## config.mk

```make
export PLATFORM = sky130hd
export DESIGN_NAME = embedded_status_port
export DESIGN_NICKNAME = d
export VERILOG_FILES = /design/src/rtl/fsr_pkg.sv /design/src/rtl/fsr_unlock.sv /design/src/rtl/fsr_timer.sv /design/src/rtl/fsr_array.sv /design/src/rtl/embedded_status_port.sv
export SDC_FILE = /design/constraint.sdc
export NUM_CORES = 1
export LEC_CHECK = 0
export BUFFER_PORTS_ARGS = -buffer_cell sky130_fd_sc_hd__buf_2
export CAP_MARGIN = 20
export CORE_UTILIZATION = 45
export DETAILED_ROUTE_END_ITERATION = 8
export PLACE_DENSITY = 0.7
export SKIP_LAST_GASP = 1
export SLEW_MARGIN = 25
export SYNTH_ARGS = -nofsm -noshare
export SYNTH_HDL_FRONTEND = slang
export SYNTH_HIERARCHICAL = 1
export SYNTH_SLANG_ARGS = --single-unit
```

## constraint.sdc

```tcl
create_clock -name clk -period 3.4 [get_ports clk]
set_clock_uncertainty 0.1 [all_clocks]
set_input_delay 0.34 -clock clk [delete_from_list [all_inputs] [get_ports clk]]
set_output_delay 0.34 -clock clk [all_outputs]
set_load 0.005 [all_outputs]
```

## src/rtl/fsr_pkg.sv

```systemverilog
package fsr_pkg;
    localparam int ADDR_W = 3;
    localparam int DATA_W = 8;
    localparam int WORDS  = 1 << ADDR_W;

    localparam logic [DATA_W-1:0] KEY_A = 8'h3C;
    localparam logic [DATA_W-1:0] KEY_B = 8'hC3;
    localparam logic [DATA_W-1:0] KEY_C = 8'h5A;

    typedef enum logic { OP_PROG = 1'b0, OP_ERASE = 1'b1 } op_kind_e;

    typedef enum logic [1:0] {
        PH_IDLE   = 2'd0,
        PH_BUSY   = 2'd1,
        PH_SETTLE = 2'd2
    } phase_e;

    typedef struct packed {
        op_kind_e              kind;
        logic [ADDR_W-1:0]     addr;
        logic [DATA_W-1:0]     data;
    } op_cmd_t;

    // completion bit: while running, the opposite of the final value
    function automatic logic poll_bit(op_cmd_t c, logic finished);
        logic fin;
        fin = (c.kind == OP_ERASE) ? 1'b1 : c.data[DATA_W-1];
        return finished ? fin : ~fin;
    endfunction

    function automatic logic [DATA_W-1:0] status_word(logic poll, logic flip);
        logic [DATA_W-1:0] w;
        w = '0;
        w[DATA_W-1] = poll;
        w[DATA_W-2] = flip;
        return w;
    endfunction
endpackage

```

## src/rtl/fsr_unlock.sv

```systemverilog
module fsr_unlock
    import fsr_pkg::*;
(
    input  logic              clk,
    input  logic              rst,
    input  logic              wr_stb,
    input  logic [ADDR_W-1:0] wr_addr,
    input  logic [DATA_W-1:0] wr_data,
    input  logic              wr_erase,
    input  logic              blocked,
    output logic              start,
    output op_cmd_t           cmd
);
    logic [1:0]        step;
    logic [DATA_W-1:0] want;
    logic              take;

    assign take = wr_stb && !blocked;

    always_comb begin
        unique case (step)
            2'd0:    want = KEY_A;
            2'd1:    want = KEY_B;
            default: want = KEY_C;
        endcase
    end

    assign start    = take && (step == 2'd3);
    assign cmd.kind = op_kind_e'(wr_erase);
    assign cmd.addr = wr_addr;
    assign cmd.data = wr_data;

    always_ff @(posedge clk) begin
        if (rst) begin
            step <= 2'd0;
        end else if (take) begin
            if (step == 2'd3)         step <= 2'd0;
            else if (wr_data == want) step <= step + 2'd1;
            else                      step <= 2'd0;
        end
    end

    // a busy period leaves the key sequence untouched
    assert_step_frozen_R10: assert property (@(posedge clk) disable iff (rst)
        blocked |=> $stable(step));
endmodule

```

## src/rtl/fsr_timer.sv

```systemverilog
module fsr_timer
    import fsr_pkg::*;
#(
    parameter int BUSY_CYCLES = 200
) (
    input  logic    clk,
    input  logic    rst,
    input  logic    start,
    input  op_cmd_t cmd_in,
    input  logic    rd_stb,
    output phase_e  phase,
    output op_cmd_t cmd_q,
    output logic    done
);
    localparam int CW = $clog2(BUSY_CYCLES + 1);
    localparam logic [CW-1:0] LOAD = CW'(BUSY_CYCLES - 1);

    logic [CW-1:0] cnt;

    assign done = (phase == PH_BUSY) && (cnt == '0);

    always_ff @(posedge clk) begin
        if (rst) begin
            phase <= PH_IDLE;
            cnt   <= '0;
            cmd_q <= '0;
        end else if (start) begin
            phase <= PH_BUSY;
            cnt   <= LOAD;
            cmd_q <= cmd_in;
        end else begin
            unique case (phase)
                PH_BUSY: begin
                    if (cnt == '0) phase <= PH_SETTLE;
                    else           cnt   <= cnt - 1'b1;
                end
                PH_SETTLE: if (rd_stb) phase <= PH_IDLE;
                default: ;
            endcase
        end
    end

    assert_busy_holds_R7: assert property (@(posedge clk) disable iff (rst)
        (phase == PH_BUSY && cnt != '0) |=> phase == PH_BUSY);
    assert_settle_follows_R8: assert property (@(posedge clk) disable iff (rst)
        done |=> phase == PH_SETTLE);
    assert_cmd_hold_R10: assert property (@(posedge clk) disable iff (rst)
        (phase == PH_BUSY) |=> $stable(cmd_q));
    assert_start_not_busy_R10: assert property (@(posedge clk) disable iff (rst)
        start |-> phase != PH_BUSY);
endmodule

```

## src/rtl/fsr_array.sv

```systemverilog
module fsr_array
    import fsr_pkg::*;
(
    input  logic              clk,
    input  logic              rst,
    input  logic              commit,
    input  op_cmd_t           cmd,
    input  logic [ADDR_W-1:0] rd_addr,
    output logic [DATA_W-1:0] rd_word
);
    logic [DATA_W-1:0] words [WORDS];

    for (genvar i = 0; i < WORDS; i++) begin : g_word
        always_ff @(posedge clk) begin
            if (rst) begin
                words[i] <= '1;
            end else if (commit) begin
                if (cmd.kind == OP_ERASE)            words[i] <= '1;
                else if (cmd.addr == ADDR_W'(i))     words[i] <= cmd.data;
            end
        end
    end

    assign rd_word = words[rd_addr];
endmodule

```

## src/rtl/embedded_status_port.sv

```systemverilog
module embedded_status_port
    import fsr_pkg::*;
#(
    parameter int BUSY_CYCLES = 200
) (
    input  logic              clk,
    input  logic              rst,
    input  logic              wr_stb,
    input  logic [ADDR_W-1:0] wr_addr,
    input  logic [DATA_W-1:0] wr_data,
    input  logic              wr_erase,
    input  logic              rd_stb,
    input  logic [ADDR_W-1:0] rd_addr,
    output logic              rd_valid,
    output logic [DATA_W-1:0] rd_data
);
    phase_e            phase;
    op_cmd_t           cmd_new;
    op_cmd_t           cmd_q;
    logic              start;
    logic              done;
    logic              flip;
    logic [DATA_W-1:0] arr_word;
    logic [DATA_W-1:0] next_data;

    fsr_unlock u_unlock (
        .clk(clk), .rst(rst), .wr_stb(wr_stb), .wr_addr(wr_addr),
        .wr_data(wr_data), .wr_erase(wr_erase),
        .blocked(phase == PH_BUSY), .start(start), .cmd(cmd_new)
    );

    fsr_timer #(.BUSY_CYCLES(BUSY_CYCLES)) u_timer (
        .clk(clk), .rst(rst), .start(start), .cmd_in(cmd_new),
        .rd_stb(rd_stb), .phase(phase), .cmd_q(cmd_q), .done(done)
    );

    fsr_array u_array (
        .clk(clk), .rst(rst), .commit(done), .cmd(cmd_q),
        .rd_addr(rd_addr), .rd_word(arr_word)
    );

    always_comb begin
        unique case (phase)
            PH_BUSY:   next_data = status_word(poll_bit(cmd_q, 1'b0), ~flip);
            PH_SETTLE: next_data = status_word(poll_bit(cmd_q, 1'b1), flip);
            default:   next_data = arr_word;
        endcase
    end

    always_ff @(posedge clk) begin
        if (rst) begin
            flip     <= 1'b0;
            rd_valid <= 1'b0;
            rd_data  <= '0;
        end else begin
            rd_valid <= rd_stb;
            if (rd_stb) rd_data <= next_data;
            if (start)
                flip <= 1'b0;
            else if (rd_stb && phase == PH_BUSY)
                flip <= ~flip;
        end
    end

    assert_valid_follows_R11: assert property (@(posedge clk) disable iff (rst)
        rd_stb |=> rd_valid);
    assert_valid_quiet_R11: assert property (@(posedge clk) disable iff (rst)
        !rd_stb |=> !rd_valid);
    assert_flip_moves_R5: assert property (@(posedge clk) disable iff (rst)
        (rd_stb && phase == PH_BUSY && !start) |=> flip != $past(flip));
    assert_flip_frozen_R8: assert property (@(posedge clk) disable iff (rst)
        (phase != PH_BUSY && !start) |=> $stable(flip));
    assert_erase_poll_R4: assert property (@(posedge clk) disable iff (rst)
        (rd_stb && phase == PH_BUSY && cmd_q.kind == OP_ERASE) |=> !rd_data[DATA_W-1]);
endmodule

```

==> After elaboration in Yosys (flattened, before gate mapping) <==
Memories as Yosys holds them, arrays and structs flattened.
Cells that the tools add are included.
{ "word_totals": {"register_bits": 34, "latch_bits": 0, "mem_bits_rw": 64, "romBits": 0, "inputBits": 19, "elab_cells": 140, "n_memories": 1} }
{ "memory_table": {"columns": ["memory", "words", "word_bits", "read_ports", "rd_clocked_by_memory_dff", "wr", "line_no", "text"], "rows": [
  ["u_array.words", 8, 8, 1, 0, 8, "fsr_array.sv:11", "logic [DATA_W-1:0] words [WORDS];"]
]} }
{ "classes": {"n_addsub": 2, "n_mul": 0, "div": 0, "order_cmp": 0, "eq_ne": 17, "shift": 0, "muxes": 74, "bitwise": 19, "reduce_logical": 16} }
{ "op_table": {"columns": ["op", "count"], "rows": [
  ["8-bit two-way mux", 19],
  ["1-bit two-way mux", 48],
  ["8-bit case mux with 2 select lines", 2],
  ["1-bit OR", 16],
  ["3-bit equality test (second input constant)", 4],
  ["8-bit equality test", 1],
  ["8-bit zero test", 1],
  ["2-bit two-way mux", 4],
  ["8-bit by 1-bit subtractor with 8-bit output (second input constant)", 1],
  ["3-bit by 2-bit equality test with 1-bit output (second input constant)", 2],
  ["3-bit AND reduction", 2],
  ["2-bit by 1-bit equality test with 1-bit output (second input constant)", 2],
  ["2-bit equality test (second input constant)", 2],
  ["1-bit logical AND", 4],
  ["2-bit != test (second input constant)", 2],
  ["2-bit case mux with 2 select lines", 1],
  ["2-bit AND reduction", 2],
  ["2-bit nonzero test", 2],
  ["3-bit by 1-bit equality test with 1-bit output (second input constant)", 1],
  ["3-bit zero test", 1],
  ["3-bit by 2-bit != test with 1-bit output (second input constant)", 1],
  ["3-bit != test (second input constant)", 1],
  ["1-bit NOT", 3],
  ["3-bit nonzero test", 1],
  ["other kinds (5)", 5]
]} }

==> Logic depth before layout (Yosys ltp) <==
{ "depth": {"ltp_word": 7, "mapped_depth": 9} }

==> Hierarchy <==
Netlist, hierarchy kept.
{ "modules_own_cells": {"columns": ["mod", "instances", "cells_per_inst", "area_per_inst_um2", "seq_area_each_um2"], "rows": [
  ["fsr_array", 1, 183, 3014.1, 1921.8],
  ["fsr_timer", 1, 105, 985.9, 440.4],
  ["embedded_status_port", 1, 52, 456.7, 200.2],
  ["fsr_unlock", 1, 38, 286.5, 40.0]
]} }

==> Least setup slack after synthesis <==
OpenSTA, ideal clock, no wires.
{ "synth_path": {"kind": "register -> register", "start": "reg u_timer.cnt[0]", "end": "mem u_array.words[3][0] (enable)", "t_arrival_ps": 2236, "slack_ps": 730, "path_stages_with_launch": 10, "synth_period_minus_slack_ps": 2670, "cell_sequence": "dfxtp_1 -> inv_1 -> ha_1 -> nor3b_1 -> nand2_1 -> nor2_1 -> nor3b_1 -> and4b_1 -> buf_2 -> nand2b_1"} }
{ "synth_lines": {"columns": ["item", "line_no", "text"], "rows": [
  ["from (decl)", "fsr_timer.sv:18", "logic [CW-1:0] cnt;"],
  ["from (signal assigned)", "fsr_timer.sv:35", "else cnt <= cnt - 1'b1;"],
  ["to (decl)", "fsr_array.sv:11", null]
]} }

==> summary.txt <==
Synthesis
  – Synthesized Nets: 405
  – Post-synthesis sequential element count: 98
  – Number of library cell types mapped by synthesis: 51
  – Top area cells in the synthesized netlist: sky130_fd_sc_hd__edfxtp_1, sky130_fd_sc_hd__dfxtp_1, sky130_fd_sc_hd__mux4_1
  – Cell Area, Synth: 4740 µm²
  – Post-synth top flop: sky130_fd_sc_hd__edfxtp_1
  – Number of enable flip-flop cells after synthesis: 64
  – Yosys warnings: 6
  – Share of Yosys cell area claimed by the top area cell type: between 40% and 50%
  – Sequential cell area fraction in the yosys report: ~55%
  – Area leader, netlist: sky130_fd_sc_hd__edfxtp_1
  – Synth Area per Inst: between 10 and 15 µm²
  – Post-synthesis cell count: about 380
  – Share of synthesized registers carrying an async set or reset: 0%

Power and ir drop
  – Total power consumption of the routed design: between 2000 and 2500 µW
  – Power per unit of standard cell area: roughly 430 nW/µm²
  – Leakage: 0.00165 µW
  – Worst vdd rail ir drop: 0.000200 V

Placement
  – Routability cong.: 0.801
  – Sum of net half-perimeters after detailed placement: 6.65 mm
  – Number of buffer cells added on primary ports: 27
  – Pre-CTS setup slack: 294 ps

Setup path
  – Number of buffers and inverters on the critical path: 1
  – Kind of start point of the critical path: register
  – Sequence of cells on the critical path: inv_1, ha_1, nor3b_2, nand2_1, nor2_1, nor3b_1, nand3_1, nand2_1
  – Crit Path Class: register to register
  – Depth of the most critical reg-to-reg path: 8
  – Delay of the slowest cell on the worst path: around 460 ps
  – Most used cell, CP: sky130_fd_sc_hd__nand2_1
  – Critical Path Slowest Stage Cell: sky130_fd_sc_hd__nor3b_1
  – Data arrival at the endpoint of the critical path: 2890 ps
  – Maximum fanout along the worst path: 9
  – Kind of cell adding the most delay to the critical path: simple AND/OR/NAND/NOR gates
  – Logic depth of the worst setup path including buffers: 8
  – Element type at the critical path end: register
  – Data required time of the critical path: 3340 ps

Timing
  – Slew at the pin closest to its max-slew limit: 654 ps
  – Tightest hold margin: around 110 ps
  – Upper clock frequency limit: between 300 and 400 MHz
  – Final slew viol count: 0
  – Max-slew headroom: 56.4%
  – Setup violations, final: 0
  – Portion of the clock cycle consumed by the worst path in the final layout: between 80 and 90%
  – Final WS setup: 450 ps
  – Final number of hold-violating endpoints: 0
  – Accumulated negative setup slack: 0 ps
  – Shortest clock period the worst path allows after layout: 2950 ps
  – RSZ-0062 raised after global routing: no

Clocking
  – Post-CTS setup repair buffer count: 0
  – Cts bufs inserted: 9
  – Clock-pin slew on the worst setup and hold paths: around 100 ps
  – CTS root buf: sky130_fd_sc_hd__clkbuf_8
  – Maximum level of the CTS H-tree: 3
  – Total clock sinks: 98
  – Clk buf depth: 2
  – Clock tree from TritonCTS: built
  – Clock insertion delay at the later pin of the skew report: 370 ps

Global route
  – Global-route track usage on met1: between 20 and 30%
  – Global-route track usage on met2: 28.2%
  – First-pass GRT wire length: 15.2 mm
  – GR Util All Layers: 18.3%
  – GR Util met3: 3.31%
  – Overflow left after global routing: 0
  – Number of global-route vias before repair: 2854
  – Maximum number of pins on one net before global-route repair: 21
  – Initial antenna violation count: 0
  – Global routing's busiest layer: met2

Floorplanning
  – Horizontal extent of the die: roughly 100 µm
  – Floorplan Core Area: 10300 µm²
  – Die area: 11000 µm²
  – Effective utilization at floorplan: between 40% and 50%
  – Num rows: 37
  – DIE HEIGHT: 105 µm
  – Ports: 28

Min path
  – Number of cells on the worst hold path: 3
  – Hold Crit Class: input pin to register

Cells and area
  – Count of nets after finishing: 421
  – Most used cells in the layout excluding fill and tap cells: sky130_fd_sc_hd__edfxtp_1, sky130_fd_sc_hd__or2_2, sky130_fd_sc_hd__dfxtp_1
  – Count of filler cells inserted in the layout: ~940
  – Area growth from synthesis to layout: 8.05%
  – Number of antenna repair diodes: 0
  – Storage element area: 2600 µm²
  – Total area of multi-input combinational cells: 1930 µm²
  – Final Util: 49.9%
  – Share of cells above drive strength 1: roughly 28%
  – Leading cell type in the layout, fill and taps excluded: sky130_fd_sc_hd__edfxtp_1

Route
  – Initial DRC Count: approximately 140
  – Post-detailed-route count of antenna-violating nets: 0
  – Via count of the routed design: 2940
  – Via density per instance: ~5.5
  – Detailed-routing iteration count for the pre-antenna-repair pass: 5
  – Final wirelength: approximately 9.3 mm
  – Remaining design rule violation count: 0
  – Average detailed-routed wire length per instance: roughly 17 µm

Status
  – Run status: completed

Run
  – Max-cap viol count: 0
==> layer usage <==
layer  vias to the layer above  share of wire, %
li1                       1410                 -
met5                         -                 0
met2                        68                47
met1                      1446                47
met3                        16               3.7
met4                         0               1.9
==> Yosys cell counts (4+ instances only) <==
cell type and count:
sky130_fd_sc_hd__edfxtp_1 64, sky130_fd_sc_hd__or2_2 49, sky130_fd_sc_hd__dfxtp_1 34, sky130_fd_sc_hd__nor2_1 26, sky130_fd_sc_hd__nand2b_1 21, sky130_fd_sc_hd__a21oi_1 16, sky130_fd_sc_hd__mux4_1 15, sky130_fd_sc_hd__nand2_1 15
sky130_fd_sc_hd__buf_4 14, sky130_fd_sc_hd__mux2i_1 13, sky130_fd_sc_hd__inv_1 11, sky130_fd_sc_hd__mux2_2 9, sky130_fd_sc_hd__ha_1 8, sky130_fd_sc_hd__nor2b_1 8, sky130_fd_sc_hd__o21ai_0 7, sky130_fd_sc_hd__clkbuf_1 6
sky130_fd_sc_hd__nor3b_1 6, sky130_fd_sc_hd__nor3_1 5, sky130_fd_sc_hd__nor4_1 4, sky130_fd_sc_hd__or4_1 4
==> path summary, 6_finish.rpt <==
check	to	slack, ps	start
worst max-delay path	u_array/words[1][1]	450	u_timer/cnt[0]
worst min-delay path	u_timer/cmd_q[8]	110	wr_addr[0]
worst max register to register	u_array/words[1][1]	450	u_timer/cnt[0]
worst min register to register	rd_data[6]	370	rd_data[6]
==> cells by family (layout without fill, tap and decap cells) <==
family                     count (synthesis)  in the layout  synth area share, %
buffers and inverters                     37             58                 4.59
xor gates and xnor gates                   1              1                0.185
DFF                                       98             98                 54.9
adders and majority gates                  8              8                 2.11
and+or+nand+nor                          158            158                 19.6
muxes                                     38             38                 13.7
AOI/OAI and AO/OA                         38             38                 4.99
==> layout make-up <==
| class | count | share of cell area, % |
|---|---|---|
| clock buffers | 9 | 2.42 |
| clock inverters | 7 | 1.83 |
| inverters | 11 | 0.806 |
| multi-input cells | 243 | 37.6 |
| flip-flops and latches | 98 | 50.8 |
| well taps | 136 | 3.32 |
| repair buffers | 31 | 3.22 |
==> report_power, final <==
part | leakage [µW] | switching [µW] | internal, µW
sequential | 0.000816 | 8.70 | 1290
clock | 0.0000951 | 406 | 411
combinational | 0.000738 | 61.0 | 51.2
total | 0.00165 | 476 | 1750
==> per-stage QoR <==
step | instance area, µm² | instances
4_1_cts | 5120 | 535
3_5_place_dp | 4900 | 519
3_3_place_gp | 4900 | 519
2_1_floorplan | 4740 | 378
5_1_grt | 5120 | 535
6_report | 5120 | 535
==> flip-flops by register name, indices dropped and copies added (netlist names) <==
register,flops
u_timer/cmd_q,12
u_timer/phase,2
u_unlock/step,2
u_array/words,64
rd_valid,1
rd_data,8
u_timer/cnt,8
flip,1
==> worst reg2reg max path, delay by kind of cell, from the launching register on <==
family                     cells  cell delay, ps
adders and majority gates      1             210
buffers and inverters          1             120
DFF                            1             340
and+or+nand+nor                6            1860
==> what timing repair did <==
action                                  4_1_cts  5_1_grt
hold buffers                                  0        0
resized for setup                             0        1
endpoints found under the setup margin        0       32
Note: power is estimated with default switching activity, not from simulation.
